--- src/rtl/cs_cycle_pkg.sv ---
// Shared types for the chip-select cycle controller.
// Assumes wait counts of WS_W bits; CNT_W covers 2 + 2*max wait.
package cs_cycle_pkg;
    localparam int WS_W  = 4;
    localparam int CNT_W = WS_W + 2;

    // Timing options of one bank.
    typedef struct packed {
        logic [WS_W-1:0] wait_cnt;
        logic            relax;
        logic            ext_ack;
        logic            rd_hold;
        logic            cs_late;
        logic            cs_early_off;
    } bank_attr_t;

    // Options used while bank 0 is unconfigured: slowest, internal end.
    localparam bank_attr_t BOOT_ATTR = '{wait_cnt: '1, relax: 1'b0, ext_ack: 1'b0,
                                         rd_hold: 1'b0, cs_late: 1'b0, cs_early_off: 1'b0};

    // Internally terminated cycle length in clocks.
    function automatic logic [CNT_W-1:0] cycle_len(input bank_attr_t a);
        return CNT_W'(2) + (a.relax ? {1'b0, a.wait_cnt, 1'b0} : {2'b00, a.wait_cnt});
    endfunction
endpackage

--- src/rtl/cs_bank_match.sv ---
// Bank decoder: compares a request against every bank's base and mask
// and returns the lowest-numbered matching bank.
// Assumes bank 0 acts as a catch-all while its valid bit is low.
module cs_bank_match #(
    parameter int NBANK = 4,
    parameter int AW    = 16,
    parameter int ATW   = 3,
    parameter int IW    = 2
) (
    input  logic [AW-1:0]        addr,
    input  logic [ATW-1:0]       atype,
    input  logic [NBANK*AW-1:0]  base,
    input  logic [NBANK*AW-1:0]  amask,
    input  logic [NBANK*ATW-1:0] tbase,
    input  logic [NBANK*ATW-1:0] tmask,
    input  logic [NBANK-1:0]     valid,
    output logic                 hit,
    output logic [IW-1:0]        idx,
    output logic                 boot
);
    logic [NBANK-1:0] hits;

    genvar gi;
    generate
        for (gi = 0; gi < NBANK; gi++) begin : g_cmp
            logic a_eq;
            logic t_eq;
            assign a_eq = (((addr ^ base[gi*AW +: AW]) & amask[gi*AW +: AW]) == '0);
            assign t_eq = (((atype ^ tbase[gi*ATW +: ATW]) & tmask[gi*ATW +: ATW]) == '0);
            if (gi == 0) begin : g_boot
                assign hits[gi] = !valid[gi] || (a_eq && t_eq);
            end else begin : g_norm
                assign hits[gi] = valid[gi] && a_eq && t_eq;
            end
        end
    endgenerate

    // Priority encode: lowest index wins.
    always_comb begin
        idx = '0;
        for (int i = NBANK - 1; i >= 0; i--) begin
            if (hits[i]) idx = IW'(i);
        end
    end

    assign hit  = |hits;
    assign boot = !valid[0];
endmodule

--- src/rtl/cs_cycle_seq.sv ---
// Cycle sequencer: accepts a decoded request, counts the cycle, and
// drives registered chip select, output enable, write enables and ack.
// Assumes the requester holds its request stable until ack.
module cs_cycle_seq
    import cs_cycle_pkg::*;
#(
    parameter int NBANK = 4,
    parameter int LANES = 4,
    parameter int IW    = 2
) (
    input  logic             clk,
    input  logic             rst_n,
    input  logic             req_valid,
    input  logic             req_wr,
    input  logic [LANES-1:0] req_be,
    input  logic             hit,
    input  logic [IW-1:0]    hit_idx,
    input  bank_attr_t       hit_attr,
    input  logic             ext_ta,
    output logic [NBANK-1:0] cs_n,
    output logic             oe_n,
    output logic [LANES-1:0] we_n,
    output logic             ack
);
    typedef enum logic {ST_IDLE, ST_BUSY} st_t;

    st_t              st_q;
    logic [CNT_W-1:0] cnt_q, len_q;
    bank_attr_t       attr_q;
    logic [IW-1:0]    idx_q, hold_idx_q;
    logic             wr_q, hold_q;
    logic [LANES-1:0] be_q;

    logic             start, drive, fin, cs_on;
    bank_attr_t       cur_attr;
    logic [CNT_W-1:0] cur_len, nxt_cnt, min_ta;
    logic [IW-1:0]    cur_idx;
    logic             cur_wr;
    logic [LANES-1:0] cur_be;

    // Decide what the next clock of the cycle looks like.
    always_comb begin
        start    = (st_q == ST_IDLE) && req_valid && hit &&
                   (!hold_q || (!req_wr && hit_idx == hold_idx_q));
        drive    = start || (st_q == ST_BUSY && !ack);
        cur_attr = start ? hit_attr : attr_q;
        cur_len  = start ? cycle_len(hit_attr) : len_q;
        cur_idx  = start ? hit_idx : idx_q;
        cur_wr   = start ? req_wr : wr_q;
        cur_be   = start ? req_be : be_q;
        nxt_cnt  = start ? CNT_W'(1) : ((cnt_q == '1) ? cnt_q : cnt_q + CNT_W'(1));
        min_ta   = attr_q.relax ? CNT_W'(2) : CNT_W'(1);
        fin      = (st_q == ST_BUSY) && !ack &&
                   (attr_q.ext_ack ? (ext_ta && cnt_q >= min_ta) : (nxt_cnt == len_q));
        cs_on    = (nxt_cnt >= (cur_attr.cs_late ? CNT_W'(2) : CNT_W'(1))) &&
                   !(cur_attr.cs_early_off && !cur_attr.ext_ack && nxt_cnt == cur_len);
    end

    // Cycle state, captured request, and read-turnaround bookkeeping.
    always_ff @(posedge clk) begin
        if (!rst_n) begin
            st_q       <= ST_IDLE;
            cnt_q      <= '0;
            len_q      <= '0;
            attr_q     <= '0;
            idx_q      <= '0;
            wr_q       <= 1'b0;
            be_q       <= '0;
            hold_q     <= 1'b0;
            hold_idx_q <= '0;
        end else begin
            if (st_q == ST_IDLE) hold_q <= 1'b0;
            if (drive) cnt_q <= nxt_cnt;
            if (start) begin
                st_q   <= ST_BUSY;
                len_q  <= cur_len;
                attr_q <= hit_attr;
                idx_q  <= hit_idx;
                wr_q   <= req_wr;
                be_q   <= req_be;
            end else if (st_q == ST_BUSY && ack) begin
                st_q       <= ST_IDLE;
                hold_q     <= !wr_q && attr_q.rd_hold;
                hold_idx_q <= idx_q;
            end
        end
    end

    // Registered strobes and acknowledge.
    always_ff @(posedge clk) begin
        if (!rst_n || !drive) begin
            cs_n <= '1;
            oe_n <= 1'b1;
            we_n <= '1;
            ack  <= 1'b0;
        end else begin
            cs_n <= cs_on ? ~(NBANK'(1) << cur_idx) : '1;
            oe_n <= cur_wr;
            we_n <= (cs_on && cur_wr) ? ~cur_be : '1;
            ack  <= fin;
        end
    end

    AST_CS_ONEHOT:   assert property (@(posedge clk) disable iff (!rst_n) $onehot0(~cs_n));
    AST_OE_WE_EXCL:  assert property (@(posedge clk) disable iff (!rst_n) !oe_n |-> (&we_n));
    AST_EXT_MIN_LEN: assert property (@(posedge clk) disable iff (!rst_n)
                         (ack && attr_q.ext_ack && attr_q.relax) |-> (cnt_q >= CNT_W'(3)));
    AST_ACK_SINGLE:  assert property (@(posedge clk) disable iff (!rst_n) ack |=> !ack);
    AST_END_QUIET:   assert property (@(posedge clk) disable iff (!rst_n)
                         ack |=> ((&cs_n) && oe_n && (&we_n)));
endmodule

--- src/rtl/cs_cycle_ctrl.sv ---
// Chip-select memory cycle controller top: unpacks per-bank options,
// decodes the request to a bank and runs the strobe sequence.
// Assumes bank inputs change only while no cycle is running.
module cs_cycle_ctrl
    import cs_cycle_pkg::*;
#(
    parameter int NBANK = 4,
    parameter int AW    = 16,
    parameter int ATW   = 3,
    parameter int LANES = 4
) (
    input  logic                  clk,
    input  logic                  rst_n,
    input  logic                  req_valid,
    input  logic [AW-1:0]         req_addr,
    input  logic [ATW-1:0]        req_atype,
    input  logic                  req_wr,
    input  logic [LANES-1:0]      req_be,
    input  logic [NBANK*AW-1:0]   bank_base,
    input  logic [NBANK*AW-1:0]   bank_amask,
    input  logic [NBANK*ATW-1:0]  bank_tbase,
    input  logic [NBANK*ATW-1:0]  bank_tmask,
    input  logic [NBANK-1:0]      bank_valid,
    input  logic [NBANK*WS_W-1:0] bank_wait,
    input  logic [NBANK-1:0]      bank_relax,
    input  logic [NBANK-1:0]      bank_extack,
    input  logic [NBANK-1:0]      bank_rdhold,
    input  logic [NBANK-1:0]      bank_cslate,
    input  logic [NBANK-1:0]      bank_csearly,
    input  logic                  ext_ta,
    output logic [NBANK-1:0]      cs_n,
    output logic                  oe_n,
    output logic [LANES-1:0]      we_n,
    output logic                  ack,
    output logic                  nomatch
);
    localparam int IW = (NBANK > 1) ? $clog2(NBANK) : 1;

    bank_attr_t    bank_attr [NBANK];
    bank_attr_t    sel_attr;
    logic          hit, boot;
    logic [IW-1:0] hit_idx;

    genvar gi;
    generate
        for (gi = 0; gi < NBANK; gi++) begin : g_attr
            assign bank_attr[gi] = '{wait_cnt: bank_wait[gi*WS_W +: WS_W],
                                     relax: bank_relax[gi], ext_ack: bank_extack[gi],
                                     rd_hold: bank_rdhold[gi], cs_late: bank_cslate[gi],
                                     cs_early_off: bank_csearly[gi]};
        end
    endgenerate

    cs_bank_match #(.NBANK(NBANK), .AW(AW), .ATW(ATW), .IW(IW)) u_match (
        .addr (req_addr),
        .atype(req_atype),
        .base (bank_base),
        .amask(bank_amask),
        .tbase(bank_tbase),
        .tmask(bank_tmask),
        .valid(bank_valid),
        .hit  (hit),
        .idx  (hit_idx),
        .boot (boot)
    );

    // Pick the winning bank's options, boot defaults for an unset bank 0.
    always_comb begin
        sel_attr = (boot && hit_idx == '0) ? BOOT_ATTR : bank_attr[hit_idx];
    end

    assign nomatch = req_valid && !hit;

    cs_cycle_seq #(.NBANK(NBANK), .LANES(LANES), .IW(IW)) u_seq (
        .clk      (clk),
        .rst_n    (rst_n),
        .req_valid(req_valid),
        .req_wr   (req_wr),
        .req_be   (req_be),
        .hit      (hit),
        .hit_idx  (hit_idx),
        .hit_attr (sel_attr),
        .ext_ta   (ext_ta),
        .cs_n     (cs_n),
        .oe_n     (oe_n),
        .we_n     (we_n),
        .ack      (ack)
    );

    AST_NOMATCH_QUIET: assert property (@(posedge clk) disable iff (!rst_n)
                           nomatch |=> ((&cs_n) && oe_n && !ack));
endmodule

--- config.mk ---
export PLATFORM = sky130hd
export DESIGN_NAME = cs_cycle_ctrl
export DESIGN_NICKNAME = d
export VERILOG_FILES = /design/src/rtl/cs_cycle_pkg.sv /design/src/rtl/cs_bank_match.sv /design/src/rtl/cs_cycle_seq.sv /design/src/rtl/cs_cycle_ctrl.sv
export SDC_FILE = /design/constraint.sdc
export NUM_CORES = 1
export LEC_CHECK = 0
export ABC_AREA = 0
export CORE_MARGIN = 5
export CORE_UTILIZATION = 30
export DETAILED_ROUTE_END_ITERATION = 10
export DONT_BUFFER_PORTS = 1
export GPL_TIMING_DRIVEN = 0
export SKIP_CTS_REPAIR_TIMING = 1
export SLEW_MARGIN = 10
export SYNTH_ARGS = -nofsm -noshare
export SYNTH_HDL_FRONTEND = slang
export SYNTH_SLANG_ARGS = --single-unit
--- constraint.sdc ---
create_clock -name clk -period 14.6 [get_ports clk]
set_input_delay 4.38 -clock clk [delete_from_list [all_inputs] [get_ports clk]]
set_output_delay 4.38 -clock clk [all_outputs]
set_load 0.02 [all_outputs]
==> results_dict.tcl, run 1 <==
set metrics [dict create \
    status "finished clean" \
    post-dp-hpwl_mm 11.7 \
    arrival_ns 6.46 \
    critPathCaptureType "primary output" \
    max_cap_viol_count 0 \
    max-vdd-ir-drop_mv 0.0453 \
    path_max_fanout 10 \
    seqPwrFrac_pct 36.6 \
    comb_power_share_pct 23.6 \
    total_power_w 0.000307 \
    synth_nets 658 \
    p_leak_nw 1.43 \
    timing.final.hold_violations 0 \
    port-buffer-count 0 \
    synth_cell_types 67 \
    clkPwrFrac_pct 39.9 \
    r2r_cells 13 \
    yosys_warnings 0 \
    htreeDepth 2 \
    vias 3466 \
    io_pins 231 \
    ys_ff_latch 38 \
    grt_pass1_wl_mm 20.5 \
    tightest_slew_ns 0.785 \
    clockBufferDepth 2 \
    synthArstFlopShare_pct 0 \
    crit_required_ns 10.22 \
    syn_to_final_growth_pct 9.83 \
    p_sw_w 0.0000873 \
    grt_max_degree 13 \
    track_usage_pct 18.4 \
    via_per_inst 5.93 \
    insertion_delay_ns 0.28 \
    totalWireLength_mm 13.6 \
    rsz0062_at_grt "false" \
    syn_inst 432 \
    worst_hold_path_type "register to register" \
    power_density_nw_per_um2 79.3 \
    clk_pin_slew_ns 0.06 \
    grt-ovfl-total 0 \
    whs_path_depth 2 \
    ant_nets 0 \
    die-height_um 118 \
    drt_iter0_markers 311 \
    startpoint "req_atype[0]" \
    setup_viol 0 \
    cts_tree "built" \
    fin_crit_sh_pct 74.2 \
    p_sw_share_pct 28.4 \
    num_rows 39 \
    clock.fmax_ghz 0.0923 \
    die_area_um2 14000 \
    ys.flop_type "dfxtp_1" \
    worstReg2RegStart "u_seq.hold_idx_q[0]" \
    drc 0 \
    coreArea_um2 11500 \
    synth_area_um2 3530 \
    cts_buffers 5 \
    internal-power_w 0.000220 \
    cp-start-kind "input pin" \
    fin_crit_ns 10.84 \
    die_x_um 118 \
    clock-sinks 38 \
    path_class "input pin to primary output" \
    clock-root-buffer "clkbuf_16" \
    drv_slew 0 \
    fin_skew_ns 0.00367 \
    drive_above_1_share_pct 8.18 \
    min_from "u_seq.idx_q[0]" \
    place_congestion 0.930 \
    first_global_vias 3593 \
    slew-limit-headroom_pct 47.3 \
    dr.pass1.iters 5 \
    syn_avg_cell_area_um2 8.16 \
    ys_seq_area_share_pct 21.6 \
    antenna_found_initial 2 \
    routedWlPerCell_um 23.4 \
    initial_core_util_pct 30.7 \
    setup-tns-final_ns 0 \
    synth-edff-count 0 \
    nets 665 \
]
power groups by stage:
| stage | sequential [W] | clock [W] | combinational (W) |
|---|---|---|---|
| after floorplan | 0.000113 | 0 | 0.0000558 |
| after global placement | 0.000114 | 0 | 0.0000693 |
| after detailed placement | 0.000114 | 0 | 0.0000712 |
| after CTS | 0.000112 | 0.000126 | 0.0000717 |
| after global routing | 0.000113 | 0.000131 | 0.0000797 |
| final | 0.000112 | 0.000123 | 0.0000724 |
per-stage QoR:
| stage | instances | setup slack, ns | util (%) | hold WS (ns) | cell area [µm²] |
|---|---|---|---|---|---|
| finish | 584 | 3.76 | 33.8 | 0.471 | 3870 |
| global route | 584 | 3.59 | 33.8 | 0.517 | 3870 |
| CTS | 583 | 3.74 | 33.7 | 0.476 | 3870 |
| detailed placement | 575 | 3.75 | 32.3 | 0.467 | 3700 |
| global placement | 575 | 3.78 | 32.3 | 0.461 | 3700 |
| floorplan | 432 | 4.34 | - | 0.443 | 3530 |
placed cells by master (no fill, tap or decap), types with 3 or more instances in the layout:
cell / synthesis / layout
a211oi_1: 5 / 5
nand2_1: 30 / 30
a21boi_0: 3 / 3
dfxtp_1: 38 / 38
buf_6: 4 / 4
ha_1: 6 / 6
a31oi_1: 3 / 3
mux2i_1: 12 / 12
nor4_1: 6 / 6
xor2_1: 76 / 76
a311oi_1: 3 / 3
clkbuf_16: 0 / 5
a21o_1: 3 / 3
clkbuf_1: 6 / 6
inv_1: 13 / 13
nand3_1: 16 / 16
buf_2: 6 / 6
o21ai_0: 17 / 17
nor2_1: 40 / 40
nand2b_1: 4 / 4
or3_1: 3 / 3
nor3_1: 4 / 4
and3_1: 4 / 4
a22oi_1: 37 / 37
o21a_1: 5 / 5
a21oi_1: 18 / 18
o22ai_1: 6 / 6
nand4_1: 8 / 8
xnor2_1: 3 / 3
cell type report:
class                           count  area, µm²
Fill cell                        1190       7590
Multi-Input combinational cell    365       2620
Sequential cell                    38        761
Tap cell                          143        179
Clock buffer                        5        125
Buffer                             16       97.6
Inverter                           13       48.8
Clock inverter                      3       40.0
Antenna cell                        1       2.50
metal layers:
metal / vias up / wire length, µm / part of all wire [%] / GRT usage (%)
met4: 2 / 192 / 1.4 / 3.40
met5: - / 7 / 0.051 / 0
li1: 1624 / - / - / -
met3: 19 / 1530 / 11 / 7.88
met2: 196 / 6300 / 46 / 29.5
met1: 1625 / 5620 / 41 / 23.3
cells in the mapped netlist, types with 3 or more instances:
master	count	area share, %
and3_1	4	0.71
or3_1	3	0.53
nand3_1	16	2.3
nor4_1	6	1.1
xor2_1	76	19
nand2_1	30	3.2
buf_6	4	1.3
clkbuf_1	6	0.64
ha_1	6	2.1
nor2_1	40	4.3
a311oi_1	3	0.75
nand2b_1	4	0.71
a21o_1	3	0.64
inv_1	13	1.4
o22ai_1	6	1.1
mux2i_1	12	3.4
nand4_1	8	1.4
a211oi_1	5	1.1
nor3_1	4	0.57
dfxtp_1	38	22
xnor2_1	3	0.75
o21a_1	5	1.1
o21ai_0	17	2.4
a22oi_1	37	7.9
a21boi_0	3	0.64
a21oi_1	18	2.6
a31oi_1	3	0.53
buf_2	6	0.85
kinds of logic after synthesis:
logic type	count (synthesis)	share of synthesized area, %
compound gates	132	28.5
buf+inv	29	4.15
xor+xnor	80	20.1
simple gates	133	18.9
fa+ha+maj	6	2.13
mux	14	4.68
flops	38	21.6
worst paths after layout:
kind	end	slack [ns]
setup / recovery	nomatch	3.76
hold / removal	u_seq.hold_idx_q[0]	0.47
setup reg to reg	u_seq.cs_n[2]	10.93
hold reg to reg	u_seq.hold_idx_q[0]	0.47
flip-flops by register name (all words and copies together), names as in the netlist, 2 cells and up:
register          cells
u_seq.cnt_q           6
u_seq.len_q           6
u_seq.attr_q          5
u_seq.be_q            4
u_seq.cs_n            4
u_seq.we_n            4
u_seq.hold_idx_q      2
u_seq.idx_q           2
worst max-delay path: stages:
cell      delay (ns)
xor2_1          0.18
a22oi_1         0.28
nand4_1         0.28
nor3_2          0.47
clkbuf_1        0.43
nor2_1          0.14
and3_1          0.29
(Power assumes the default switching activity.)
==> run 2, diff against run 1 <==
--- a/config.mk
+++ b/config.mk
@@ -5,7 +5,7 @@
 export SDC_FILE = /design/constraint.sdc
 export NUM_CORES = 1
 export LEC_CHECK = 0
-export ABC_AREA = 0
+export ABC_AREA = 1
 export CORE_MARGIN = 5
 export CORE_UTILIZATION = 30
 export DETAILED_ROUTE_END_ITERATION = 10
==> constraint.sdc (replaced) <==
create_clock -name clk -period 9.67 [get_ports clk]
set_input_delay 2.901 -clock clk [delete_from_list [all_inputs] [get_ports clk]]
set_output_delay 2.901 -clock clk [all_outputs]
set_load 0.02 [all_outputs]
==> run 2 against run 1 <==
First-iteration DRC count down 22%. Count of clock-buffer cells in the layout unchanged. Critical endpoint unchanged. Die area up 23%. Critical path type unchanged. Setup slack worse by 1.2 ns. Sequential power up 49%. Via count up 48%. Total power up 68%. Synthesized cell count up 100%. Utilization down 0.34 points. Final area up 25%. Combinational power up 86%.
==> results_dict.tcl, run 2 <==
set metrics [dict create \
    vias 5139 \
    port-buffer-count 0 \
    timing.final.ws_setup_ns 2.60 \
    synth_common_cells "nand2_1, nand3_1, inv_1" \
    insertion_delay_ns 0.28 \
    ant_nets 0 \
    p_sw_w 0.000155 \
    path_max_fanout 3 \
    routedWlPerCell_um 14.9 \
    synth_nets 1089 \
    synth_top_area_cell "nand2_1" \
    synth_area_um2 4430 \
    coreArea_um2 14500 \
    seqPwrFrac_pct 32.4 \
    ys_ff_latch 38 \
    grt_pass1_wl_mm 24.8 \
    antenna_found_initial 1 \
    synth-edff-count 0 \
    startpoint "bank_base[5]" \
    final_cell_mix "nand2_1, nand3_1, inv_1, nor2_1, dfxtp_1" \
    cp-start-kind "input pin" \
    syn_to_final_growth_pct 9.57 \
    p_leak_nw 2.62 \
    syn_inst 863 \
    fin_skew_ns 0.00543 \
    p_sw_share_pct 30.0 \
    path_class "input pin to primary output" \
    drt_iter0_markers 244 \
    min_from "u_seq.idx_q[1]" \
    synth_cell_types 36 \
    layout_commonest_cell "nand2_1" \
    ys.flop_type "dfxtp_1" \
    synth.area.top_cells "nand2_1, dfxtp_1, nand3_1" \
    cts_tree "built" \
    timing.final.hold_violations 0 \
    m1WireLength_mm 6.36 \
    rsz0062_at_grt "false" \
    place_congestion 0.876 \
    max_cap_viol_count 0 \
    grt-ovfl-total 0 \
    die-height_um 132 \
    synth_top_area_share_pct 26.9 \
    first_global_vias 4997 \
    num_rows 44 \
    clkPwrFrac_pct 41.4 \
    yosys_warnings 0 \
    clock-root-buffer "clkbuf_16" \
    post-dp-hpwl_mm 13.9 \
    place_ws_ns 2.58 \
    internal-power_w 0.000361 \
    crit_required_ns 6.77 \
    slew-limit-headroom_pct 54.8 \
    largestRegisters "u_seq.cnt_q (6), u_seq.len_q (6), u_seq.attr_q (5)" \
    cts_buffers 5 \
    drc 0 \
    totalWireLength_mm 15.7 \
    die_x_um 132 \
    via_per_inst 4.87 \
    clockBufferDepth 2 \
    drv_slew 0 \
    htreeDepth 2 \
    syn_avg_cell_area_um2 5.14 \
    clock-sinks 38 \
    routed.top_layer "met5" \
    track_usage_pct 17.3 \
    arrival_ns 4.17 \
    io_pins 231 \
    diodes 0 \
    grt_max_degree 14 \
    fin_crit_ns 7.07 \
    tightest_slew_ns 0.676 \
    setup-tns-final_ns 0 \
    ys_seq_area_share_pct 17.2 \
    nets 1096 \
    power_density_nw_per_um2 106 \
    max-vdd-ir-drop_mv 0.0823 \
    setup_viol 0 \
    dr.pass1.iters 6 \
    worst_hold_path_type "register to register" \
    initial_core_util_pct 30.5 \
    comb_power_share_pct 26.2 \
    clock.fmax_ghz 0.141 \
    clk_pin_slew_ns 0.06 \
    drive_above_1_share_pct 6.43 \
    synthArstFlopShare_pct 0 \
    fin_crit_sh_pct 73.1 \
    critPathCaptureType "primary output" \
    route.met3.wl_mm 1.27 \
    status "finished clean" \
    worstReg2RegStart "u_seq.hold_idx_q[0]" \
    wl_met2_mm 7.70 \
    yosysMostFrequentCell "nand2_1" \
    die_area_um2 17300 \
]
==> run 2: cell types whose count changed after synthesis, sizes merged, moves of 31 or more <==
cell | previous run | this run
xor2 | 76 | 1
inv | 13 | 138
a22oi | 37 | 0
or2 | 2 | 33
nand3 | 16 | 143
nor2 | 40 | 95
nand2 | 30 | 326
==> run 2: area by class of cell <==
class / count / area, µm²
plain buffers: 11 / 62.6
well taps: 184 / 230
clock inverters: 3 / 68.8
clock buffers: 5 / 125
multi-input cells: 675 / 3090
inverters: 139 / 522
fillers: 1664 / 9680
flip-flops and latches: 38 / 761
==> run 2: final timing paths <==
check | to | slack, ns | depth (start not counted)
worst max-delay path | nomatch | 2.60 | 9
worst min-delay path | u_seq.hold_idx_q[1] | 0.46 | 2
worst max register to register | u_seq.we_n[2] | 6.89 | 13
worst min register to register | u_seq.hold_idx_q[1] | 0.46 | 2
==> run 2: power groups by stage <==
stage / logic [W] / registers [W] / clock network [W]
2_1_floorplan: 0.000108 / 0.000170 / 0
3_3_place_gp: 0.000134 / 0.000171 / 0
3_5_place_dp: 0.000136 / 0.000171 / 0
4_1_cts: 0.000137 / 0.000167 / 0.000215
5_1_grt: 0.000158 / 0.000168 / 0.000223
6_report: 0.000135 / 0.000167 / 0.000214
==> run 2: critical path, cell delays in order <==
cell and delay (ns):
or2_1 0.21, nand3_1 0.08, nand2_1 0.06, nor2_1 0.18
nand2_1 0.15, o21ai_1 0.23, nor2_2 0.08, nand2_1 0.15
nor2_1 0.14
==> run 2: cells by family after synthesis <==
group	Yosys count	synth area share [%]
AOI/OAI and AO/OA	49	6.32
xor gates and xnor gates	1	0.198
adders and majority gates	6	1.69
buffers and inverters	150	13.2
DFF	38	17.2
and+or+nand+nor	619	61.5
==> run 2: through the flow <==
step                      area [µm²]  util [%]  cells  power (W)  hold WS, ns
final                           4860      33.4   1055   0.000516        0.465
after global routing            4860      33.4   1055   0.000548        0.500
after CTS                       4860      33.4   1055   0.000519        0.465
after detailed placement        4660      32.1   1047   0.000307        0.448
after global placement          4660      32.1   1047   0.000305        0.446
after floorplan                 4430         -    863   0.000277        0.424
==> run 2: metal layers <==
metal	up-vias	global-route usage (%)
li1	2707	-
met1	2210	20.5
met2	197	31.2
met3	23	4.66
met4	2	4.11
met5	-	0
==> run 3, diff against run 2 <==
--- a/config.mk
+++ b/config.mk
@@ -5,7 +5,7 @@
 export SDC_FILE = /design/constraint.sdc
 export NUM_CORES = 1
 export LEC_CHECK = 0
-export ABC_AREA = 1
+export ABC_AREA = 0
 export CORE_MARGIN = 5
 export CORE_UTILIZATION = 30
 export DETAILED_ROUTE_END_ITERATION = 10
==> constraint.sdc (replaced) <==
create_clock -name clk -period 6.1 [get_ports clk]
set_input_delay 1.83 -clock clk [delete_from_list [all_inputs] [get_ports clk]]
set_output_delay 1.83 -clock clk [all_outputs]
set_load 0.02 [all_outputs]
==> run 3 against run 2 <==
Setup slack got worse by 2.3 ns. Critical path type unchanged. Final area is 20% lower. Largest cell class unchanged. Final cell count fell by 45%. Highest routed layer unchanged. Die area decreased by 19%. Total power rose by 42%. Sequential cell count stayed put. Worst hold slack better by 0.0068 ns. Count of clock-buffer cells in the layout unchanged. Clock power up 36%.
==> results_dict.tcl, run 3 (synthesis gave the netlist of run 1 again) <==
set metrics [dict create \
    drv_slew 0 \
    r2r_setup_slack_ns 2.46 \
    clkPwrFrac_pct 39.7 \
    p_sw_w 0.000207 \
    drive_above_1_share_pct 8.64 \
    cpPeakStageDelay_ns 0.47 \
    r2r-end "u_seq.cs_n[2]" \
    dr.pass1.iters 5 \
    grt-ovfl-total 0 \
    place_congestion 0.930 \
    nets 665 \
    status "finished clean" \
    max-vdd-ir-drop_mv 0.108 \
    power_density_nw_per_um2 189 \
    critPathCaptureType "primary output" \
    grt_pass1_wl_mm 20.5 \
    arrival_ns 3.93 \
    rsz0062_at_grt "false" \
    num_rows 39 \
    insertion_delay_ns 0.28 \
    first_global_vias 3593 \
    die-height_um 118 \
    min_from "u_seq.idx_q[0]" \
    fin_skew_ns 0.00355 \
    slowest_stage "nor3_2" \
    nFillCells 1189 \
    setup_viol 0 \
    port-buffer-count 0 \
    io_pins 231 \
    post-dp-hpwl_mm 11.7 \
    clk_pin_slew_ns 0.06 \
    crit_required_ns 4.27 \
    routedWlPerCell_um 23.3 \
    totalWireLength_mm 13.6 \
    die_x_um 118 \
    clock.fmax_ghz 0.174 \
    cp-start-kind "input pin" \
    vias 3461 \
    whs_path_depth 2 \
    p_leak_nw 1.43 \
    setup-tns-final_ns 0 \
    r2r_cells 13 \
    via_per_inst 5.93 \
    timing.final.hold_violations 0 \
    clock-root-buffer "clkbuf_16" \
    path_class "input pin to primary output" \
    cts_tree "built" \
    slew-limit-headroom_pct 51.9 \
    drc 0 \
    worst_hold_path_type "register to register" \
    tightest_slew_ns 0.703 \
    path_max_fanout 10 \
    fin_crit_ns 5.76 \
    fin_crit_sh_pct 94.5 \
    worstReg2RegStart "u_seq.hold_idx_q[0]" \
    syn_to_final_growth_pct 10.1 \
    ant_nets 0 \
    final_cell_mix "xor2_1, nor2_1, dfxtp_1, a22oi_1, nand2_1" \
    worst_hold_path.endpoint "u_seq.hold_idx_q[0]" \
    clock-sinks 38 \
    path_cells "xor2_1 > a22oi_1 > nand4_1 > nor3_2 > clkbuf_1 > nor2_1 > and3_1" \
    drt_iter0_markers 295 \
    largestRegisters "u_seq.cnt_q (6), u_seq.len_q (6), u_seq.attr_q (5)" \
    internal-power_w 0.000526 \
    post-route-util_pct 33.9 \
    grt_max_degree 13 \
    track_usage_pct 18.4 \
    htreeDepth 2 \
    cts_buffers 5 \
    initial_core_util_pct 30.7 \
    p_sw_share_pct 28.3 \
    max_cap_viol_count 0 \
    coreArea_um2 11500 \
    clockBufferDepth 2 \
    antenna_found_initial 2 \
    comb_power_share_pct 23.7 \
    layout_commonest_cell "xor2_1" \
    die_area_um2 14000 \
    seqPwrFrac_pct 36.6 \
]
-- run 3: changes by cell type in the layout (fill, tap and decap cells not counted), sizes merged, moves of 6 or more --
cell	change
nand2	-296
nor4	+6
nand3	-127
inv	-125
mux2i	+12
xor2	+75
nor2	-55
a22oi	+37
or2	-31
a211oi	+6
-- run 3: how the worst max path moves through the flow --
stage / start / cells past startpoint / end / slack, ns
after floorplan: req_addr[2] / 7 / nomatch / 0.94
after detailed placement: req_addr[7] / 14 / u_seq.cs_n[0] / -0.10
after global placement: req_addr[7] / 14 / u_seq.cs_n[0] / -0.01
after CTS: req_addr[7] / 14 / u_seq.cs_n[0] / 0.21
final: req_atype[0] / 7 / nomatch / 0.34
after global routing: req_addr[7] / 16 / u_seq.cs_n[2] / 0.04
-- run 3: cell type report --
type	count	area, µm²	area share, %
plain buffers	16	97.6	2.51
inverters	13	48.8	1.26
well taps	143	179	4.61
clock buffers	5	125	3.22
diodes	1	2.50	0.0645
multi-input cells	365	2630	67.7
clock inverters	3	40.0	1.03
flip-flops and latches	38	761	19.6
-- run 3: per-layer routing --
metal / track usage (%) / part of all wire [%] / up-vias
met5: 0 / 0.051 / -
li1: - / - / 1624
met3: 7.88 / 10 / 20
met1: 23.3 / 42 / 1630
met4: 3.40 / 1.4 / 2
met2: 29.5 / 46 / 185
-- run 3: power groups by stage --
stage	clock network [W]	logic, W	registers (W)
finish	0.000291	0.000174	0.000269
global route	0.000313	0.000191	0.000270
CTS	0.000301	0.000172	0.000268
detailed placement	0	0.000170	0.000274
global placement	0	0.000166	0.000273
floorplan	0	0.000134	0.000271
-- run 3: through the flow --
stage	power (W)	worst slack [ns]	hold slack (ns)	area, µm²	instances
after global placement	0.000439	-0.0111	0.461	3700	575
after CTS	0.000741	0.209	0.476	3870	583
after floorplan	0.000404	0.943	0.443	3530	432
after detailed placement	0.000444	-0.101	0.467	3700	575
final	0.000734	0.337	0.471	3880	584
after global routing	0.000774	0.0375	0.517	3880	584
-- run 3: critical path: cells and delay by family --
kind	cells	cell delay (ns)
AND/OR/NAND/NOR	4	1.19
AO/OA/AOI/OAI	1	0.28
XOR/XNOR	1	0.18
buffers and inverters	1	0.45
